[config.mk]
export PLATFORM = sky130hd
export DESIGN_NAME = fp_regstack
export DESIGN_NICKNAME = d
export VERILOG_FILES = /design/src/rtl/fp_regstack.sv
export SDC_FILE = /design/constraint.sdc
export NUM_CORES = 2
export LEC_CHECK = 0
export CELL_PAD_IN_SITES_DETAIL_PLACEMENT = 0
export CELL_PAD_IN_SITES_GLOBAL_PLACEMENT = 1
export CORE_UTILIZATION = 45
export CTS_BUF_LIST = sky130_fd_sc_hd__clkbuf_4
export DETAILED_ROUTE_END_ITERATION = 12
export DONT_BUFFER_PORTS = 1
export HOLD_SLACK_MARGIN = 0.08
export PLACE_DENSITY = 0.81
export SYNTH_ARGS = -nofsm -noshare
export SYNTH_HDL_FRONTEND = slang
export SYNTH_SLANG_ARGS = --single-unit
[constraint.sdc]
create_clock -name clk -period 6.5 [get_ports clk]
set_clock_uncertainty 0.05 [all_clocks]
set_input_delay 0.325 -clock clk [delete_from_list [all_inputs] [get_ports clk]]
set_output_delay 0.325 -clock clk [all_outputs]
set_load 0.005 [all_outputs]
[src/rtl/fp_regstack.sv]
`timescale 1ns/1ps
module fp_regstack #(
  parameter logic [15:0] CW_RST = 16'h037F,
  parameter int          DW     = 80
) (
  input  logic          clk,
  input  logic          rst_n,
  input  logic [3:0]    cmd_op,
  input  logic [2:0]    cmd_idx,
  input  logic          cmd_nodest,
  input  logic [15:0]   cmd_sw,
  input  logic [DW-1:0] cmd_d0,
  input  logic [DW-1:0] cmd_d1,
  input  logic          cw_we,
  input  logic [15:0]   cw_in,
  input  logic          sw_we,
  input  logic [15:0]   sw_in,
  input  logic [2:0]    rd_idx,
  output logic [15:0]   sw_o,
  output logic [15:0]   cw_o,
  output logic [7:0]    tag_o,
  output logic [DW-1:0] rd_data
);
  localparam int          NREG   = 8;
  localparam logic [15:0] CC_M   = 16'h4700;
  localparam logic [15:0] TOP_M  = 16'h3800;
  localparam logic [15:0] F_IS   = 16'h0041;
  localparam logic [15:0] F_C1   = 16'h0200;
  localparam logic [15:0] F_BES  = 16'h8080;
  localparam logic [DW-1:0] QNAN = {1'b1, 15'h7FFF, 2'b11, {(DW-18){1'b0}}};

  localparam logic [3:0] OP_ST   = 4'd1, OP_STP  = 4'd2, OP_PSH  = 4'd3, OP_PSH2 = 4'd4,
                         OP_SW   = 4'd5, OP_SWP  = 4'd6, OP_SWPP = 4'd7, OP_UF   = 4'd8,
                         OP_UFP  = 4'd9, OP_UFPP = 4'd10, OP_PUF = 4'd11, OP_PUF2 = 4'd12,
                         OP_POF  = 4'd13;

  logic [15:0]   sw_q, cw_q;
  logic [7:0]    tag_q;
  logic [DW-1:0] regs [NREG];

  logic [2:0]    top, ntop;
  logic          im;
  logic [15:0]   mrg, sw_n, s1, s2;
  logic [7:0]    tag_n, t1, t2;
  logic [1:0]    npop;
  logic          wa_en, wb_en;
  logic [2:0]    wa_ad, wb_ad;
  logic [DW-1:0] wa_d, wb_d;

  function automatic logic blocked(input logic [15:0] s, input logic [15:0] c);
    return |(s[2:0] & ~c[2:0]);
  endfunction

  assign top  = sw_q[13:11];
  assign ntop = top - 3'd1;
  assign im   = cw_q[0];
  assign mrg  = (sw_q & ~CC_M) | (cmd_sw & ~TOP_M);

  always_comb begin
    sw_n  = sw_q;
    tag_n = tag_q;
    npop  = 2'd0;
    wa_en = 1'b0; wa_ad = 3'd0; wa_d = '0;
    wb_en = 1'b0; wb_ad = 3'd0; wb_d = '0;
    case (cmd_op)
      OP_ST, OP_STP: begin
        sw_n  = mrg;
        wa_en = 1'b1;
        wa_ad = top + cmd_idx;
        wa_d  = cmd_d0;
        tag_n[top + cmd_idx] = 1'b1;
        npop  = (cmd_op == OP_STP) ? 2'd1 : 2'd0;
      end
      OP_PSH, OP_PSH2: begin
        sw_n = mrg;
        if (!blocked(mrg, cw_q)) begin
          if (!tag_q[ntop] || im) begin
            wa_en = 1'b1;
            wa_ad = ntop;
            wb_en = (cmd_op == OP_PSH2);
            wb_ad = top;
            sw_n[13:11] = ntop;
            if (!tag_q[ntop]) begin
              tag_n[ntop] = 1'b1;
              wa_d = (cmd_op == OP_PSH2) ? cmd_d1 : cmd_d0;
              wb_d = cmd_d0;
            end else begin
              sw_n = sw_n | F_IS | F_C1;
              wa_d = QNAN;
              wb_d = QNAN;
            end
          end else begin
            sw_n = sw_q | (cmd_sw & ~(CC_M | TOP_M)) | F_IS | F_C1 | F_BES;
          end
        end
      end
      OP_SW, OP_SWP, OP_SWPP: begin
        sw_n = mrg;
        npop = (cmd_op == OP_SW) ? 2'd0 : (cmd_op == OP_SWP) ? 2'd1 : 2'd2;
      end
      OP_UF, OP_UFP, OP_UFPP: begin
        sw_n = (sw_q & ~CC_M) | F_IS | (im ? 16'h0 : F_BES);
        if (im && !cmd_nodest && cmd_op != OP_UFPP) begin
          wa_en = 1'b1;
          wa_ad = top + cmd_idx;
          wa_d  = QNAN;
          tag_n[top + cmd_idx] = 1'b1;
        end
        npop = (cmd_op == OP_UF) ? 2'd0 : (cmd_op == OP_UFP) ? 2'd1 : 2'd2;
      end
      OP_PUF, OP_PUF2, OP_POF: begin
        if (im) begin
          sw_n = (sw_q & ~(CC_M | TOP_M)) | F_IS | ((cmd_op == OP_POF) ? F_C1 : 16'h0);
          sw_n[13:11] = ntop;
          tag_n[ntop] = 1'b1;
          wa_en = 1'b1;
          wa_ad = ntop;
          wa_d  = QNAN;
          wb_en = (cmd_op == OP_PUF2);
          wb_ad = top;
          wb_d  = QNAN;
        end else begin
          sw_n = (sw_q & ~CC_M) | F_IS | F_BES | ((cmd_op == OP_POF) ? F_C1 : 16'h0);
        end
      end
      default: ;
    endcase

    s1 = sw_n;
    t1 = tag_n;
    if (npop != 2'd0 && !blocked(s1, cw_q)) begin
      t1[s1[13:11]] = 1'b0;
      s1[13:11] = s1[13:11] + 3'd1;
    end
    s2 = s1;
    t2 = t1;
    if (npop == 2'd2 && !blocked(s2, cw_q)) begin
      t2[s2[13:11]] = 1'b0;
      s2[13:11] = s2[13:11] + 3'd1;
    end
  end

  always_ff @(posedge clk or negedge rst_n) begin
    if (!rst_n) begin
      sw_q  <= '0;
      cw_q  <= CW_RST;
      tag_q <= '0;
    end else begin
      if (cw_we) cw_q <= cw_in;
      if (sw_we) sw_q <= sw_in;
      else begin
        sw_q  <= s2;
        tag_q <= t2;
      end
    end
  end

  for (genvar g = 0; g < NREG; g++) begin : g_reg
    always_ff @(posedge clk or negedge rst_n) begin
      if (!rst_n) regs[g] <= '0;
      else if (!sw_we && wa_en && wa_ad == 3'(g)) regs[g] <= wa_d;
      else if (!sw_we && wb_en && wb_ad == 3'(g)) regs[g] <= wb_d;
    end
  end

  logic [2:0] rd_ad;
  assign rd_ad   = top + rd_idx;
  assign rd_data = regs[rd_ad];
  assign sw_o    = sw_q;
  assign cw_o    = cw_q;
  assign tag_o   = tag_q;
endmodule

Word level (Yosys, flattened, before mapping)
Index checks and enable logic that the tools add are counted.

Register bits after elaboration: 680. Output and inout port bits: 120.

Add/subtract/negate cells: 5. $lt $le $gt $ge: 9. Equal/unequal tests: 29. Muxes and demuxes: 82. Bitwise gates (word level): 15. Reduce and logical (&&, ||, !) cells: 51.

Operators with widths (number): 80-bit 2-to-1 mux (27); 80-bit one-hot mux with 4 select lines (1); 80-bit binary-select mux with 3-bit select (1); 80-bit one-hot mux with 2 select lines (1); 16-bit 2-to-1 mux (5); 16-bit one-hot mux with 4 select lines (1); 8-bit 2-to-1 mux (7); 16-bit by 10-bit OR with 16-bit output (2); 16-bit OR (2); 8-bit one-hot mux with 4 select lines (1); 3-bit 2-to-1 mux (9); 1-bit logical AND (26); 3-bit equality test, second input constant (8); 4-bit equality test, second input constant (6); 10-bit 2-to-1 mux (2); 2-bit nonzero test (9); 8-bit AND (2); 4-bit by 3-bit equality test with 1-bit output, second input constant (4); 3-bit by 4-bit less-than comparator with 1-bit output, second input constant (4); 8-bit inverter (2); 8-bit OR (2); 15-bit by 8-bit OR with 15-bit output (1); 3-bit OR reduction (5); 1-bit 2-to-1 mux (13); other kinds (28) (50).

Longest topological paths before layout
Word-level depth: 20. Mapped depth: 18. Mapped depth without buffers: 15.

Least setup slack after synthesis
OpenSTA, ideal clock, no wires.

Path type: register -> register. Start: register sw_q[12], in the netlist sw_o[12]. End: register tag_q[4], in the netlist tag_o[4]. Library setup time: 0.122 ns. Arrival: 4.415 ns. Slack: 1.914 ns. Cell stages (with the launch flop): 19. Path buffers: 3. Clock period less this slack: 4.586 ns. Cell sequence: dfrtp_1 clkbuf_1 inv_1 ha_1 buf_2 mux4_2 mux2i_1 clkbuf_1 nor2_1 inv_1 ha_1 o221a_2 inv_1 ha_1 inv_1 or4_1 a21boi_1 o21bai_1 a32o_1.

Word-level cells in the longest chain between the ends: 20. Elaborated cells between the ends (all ways): 56. Classes of those cells: add/sub: 3; order compare: 8; mux: 24; bitwise: 11; reduce/logical: 10.

RTL lines: from (decl) (line 37) `logic [15:0] sw_q, cw_q;`; from (signal assigned) (line 150) `if (sw_we) sw_q <= sw_in;`; branches (longest 19 deep; another with 3-bit by 4-bit less-than comparator with 1-bit output); 8-bit 2-to-1 mux (*) (line 137) `if (npop == 2'd2 && !blocked(s2, cw_q)) begin`; to (signal assigned) (line 153) `tag_q <= t2;`; to (decl) (line 38) `logic [7:0] tag_q;`.

Every way passes the cells marked *. The select of a mux whose other input is x is not followed. A chain may end at the register's enable or synchronous reset.

Final worst setup path
Ends and elaborated chain as after synthesis.

==> metrics.txt <==
initial antenna violation count 9; Setup violations, final 0; largest net degree at the start of global routing 681; vias post-DR 33,659; Syn Std Cell Area 0.0386 mm2; R2R Setup Slk 430 ps; VDD IR max 0.431 mV; GR Layer Usage met2 48.0%; residual DRC count 0; clock sink count 680; post-cts sizing count 0; Mapped Cells 3,692; Setup crit start kind register; period utilization 93.3%; ranking of synthesized cells by area dfrtp_1, mux2i_1, mux4_2; count leader, synth dfrtp_1; FF-to-FF Start sw_o[12]; WHS -1070 ps; kind of critical path register to register; number of flops mapped to enable cells by yosys 0; Final Max Slew Viols 513; # IOs 343; Commonest cells post-synth dfrtp_1, nor2_1, a21oi_1; H-tree levels 4; core area 0.0851 mm2; antenna viol nets, final 0; Max Cap Viol 0; Vias/cell 6.22; Clock Tree Buf Depth 3; CTS tree built; DR WL/cell 25.2 um; Tot GR Track Use 31.1%; register area share after synthesis 44.1%; Yosys top cell area share 43.5%; Fin. Hold Viols 671; Die Area 0.0870 mm2; Syn Nets 3,925; Site Rows 107; met3 usage 6.99%; met1 Resource Use GR 41.9%; post-DP HPWL 66,100 um; die height 295 um; first-pass GRT wire length 206,000 um; final net count 4,352; actual slew at the worst max-slew pin 2400 ps; Period minus WS final 6070 ps; leading area contributor after synthesis dfrtp_1; failing checks hold timing, slew limit; CP required 7410 ps; placer congestion estimate 0.810; post-synthesis register bit count 680; CTS root buf clkbuf_4; DRT Pass-1 Iters 6; status finished with violations; R2R depth 19; count of different cell masters after synthesis 72; Setup TNS 0 ps; Die Width 295 um; critical-path maximum fanout 23; YS warnings 0; WP data arrival 6980 ps; async set-reset flop share out of synthesis 100%; busiest grt layer met2; Synth Flop Type dfrtp_1; Leak 0.0195 uW; total grt overflow 0; f_max 165 MHz; vias in the first global route 34,526; r2r endpoint tag_o[4]; Avg Cell Area, Syn 10.5 um2; layout cells sized above 1 16.1%; Initial Util 45.4%; initial DRC count 3,290; Hold WC Path Type primary input to asynchronous set/reset pin; Slew HR -59.9%; post-CTS setup buffers 0; RSZ-0062 raised after global routing false; Hold-fix buffers, CTS 506; Clk Latency, worst-skew pair 1100 ps; total CTS buffers 188; PD cells 284 mW/mm2; critical path endpoint category register; Reg clk slew, reported paths 70 ps; IO buf count 0; final cell utilization of the core 55.3%; final WL 136,000 um; area delta synth->final 22.0%
[power by group]
part           switching [uW]  total [uW]  internal, uW
Combinational            1750        3610          1860
Clock                    1950        4090          2140
Sequential                540        5670          5130
Total                    4250       13400          9130
[metal layers]
| layer | up-vias | routed length (um) |
|---|---|---|
| met5 | - | 11 |
| met4 | 2 | 5090 |
| met3 | 372 | 12500 |
| met2 | 1813 | 62700 |
| met1 | 16911 | 55900 |
| li1 | 14561 | - |
[cell type report]
type,instances,area (um2)
flip-flops and latches,680,17000
repair buffers,564,5800
inverters,20,75.1
clock inverters,39,255
well taps,1144,1430
fillers,7390,38000
clock buffers,291,2180
diodes,10,25.0
multi-input cells,2665,20300
[worst max-delay path: stages (launching register included)]
cell and delay (ps):
dfrtp_1 320, buf_4 200, inv_1 160, ha_1 510, mux4_2 570, mux2i_2 160
buf_4 370, nor2_1 100, inv_1 90, ha_1 220, o221a_2 340, inv_1 140
ha_1 210, inv_1 70, or4_1 480, dlygate4sd3_1 580, a21boi_1 440, o21bai_1 120
a32o_1 250, dlygate4sd3_1 550
[per-stage QoR]
stage	setup slack, ps	std cells	total power (uW)	instance area (um2)
after global routing	146	5411	14000	47100
after global placement	1660	4567	8790	39600
after CTS	493	5403	13400	47100
after detailed placement	1580	4567	8900	39600
final	433	5413	13400	47100
after floorplan	1910	3692	8020	38600
[cells in the final DEF (no fill, tap or decap), types with 4 or more instances in the layout]
cell type	synthesis	final
a211oi_1	164	164
a21oi_1	573	573
a221o_1	18	18
a221oi_1	25	25
a22oi_1	80	80
a2bb2oi_1	6	6
a31oi_1	4	4
and2_1	67	65
and3_1	7	7
buf_12	0	24
buf_4	7	35
clkbuf_4	0	291
clkinv_1	1	25
dfrtp_1	671	671
dfstp_2	9	9
diode_2	0	10
dlygate4sd3_1	0	505
ha_1	8	7
inv_1	19	19
inv_2	0	4
inv_6	0	4
mux2_2	113	113
mux2i_1	552	551
mux4_2	162	162
nand2_1	121	119
nand3_1	27	27
nand4_1	8	8
nor2_1	585	581
nor2b_1	6	6
nor3_1	11	4
nor3_2	0	7
o21ai_0	19	19
o21bai_1	7	7
o22ai_1	20	19
or3_1	5	5
xnor2_1	9	8
xor2_1	4	4
[state kept, by name, indices dropped and copies added, names as in the netlist]
name   flops
cw_o      16
regs     640
sw_o      16
tag_o      8
[how the worst max path moves through the flow]
| stage | from | to | slack (ps) | depth (start not counted) |
|---|---|---|---|---|
| after floorplan | sw_o[12] | tag_o[4] | 1910 | 18 |
| after global placement | sw_o[12] | tag_o[4] | 1660 | 17 |
| after detailed placement | sw_o[12] | tag_o[4] | 1580 | 17 |
| after CTS | sw_o[12] | tag_o[4] | 490 | 19 |
| after global routing | sw_o[12] | tag_o[4] | 150 | 19 |
| final | sw_o[12] | tag_o[4] | 430 | 19 |
[cells by family (layout without fill, tap and decap cells)]
group	count (synthesis)	after routing	synth area share, %
compound gates	964	964	15.3
simple gates	851	851	9.14
mux	827	827	27.1
flops	680	680	44.1
buf+inv	347	914	3.74
xor+xnor	13	13	0.295
fa+ha+maj	10	10	0.363
other cells	0	10	0
(Power assumes the default switching activity.)
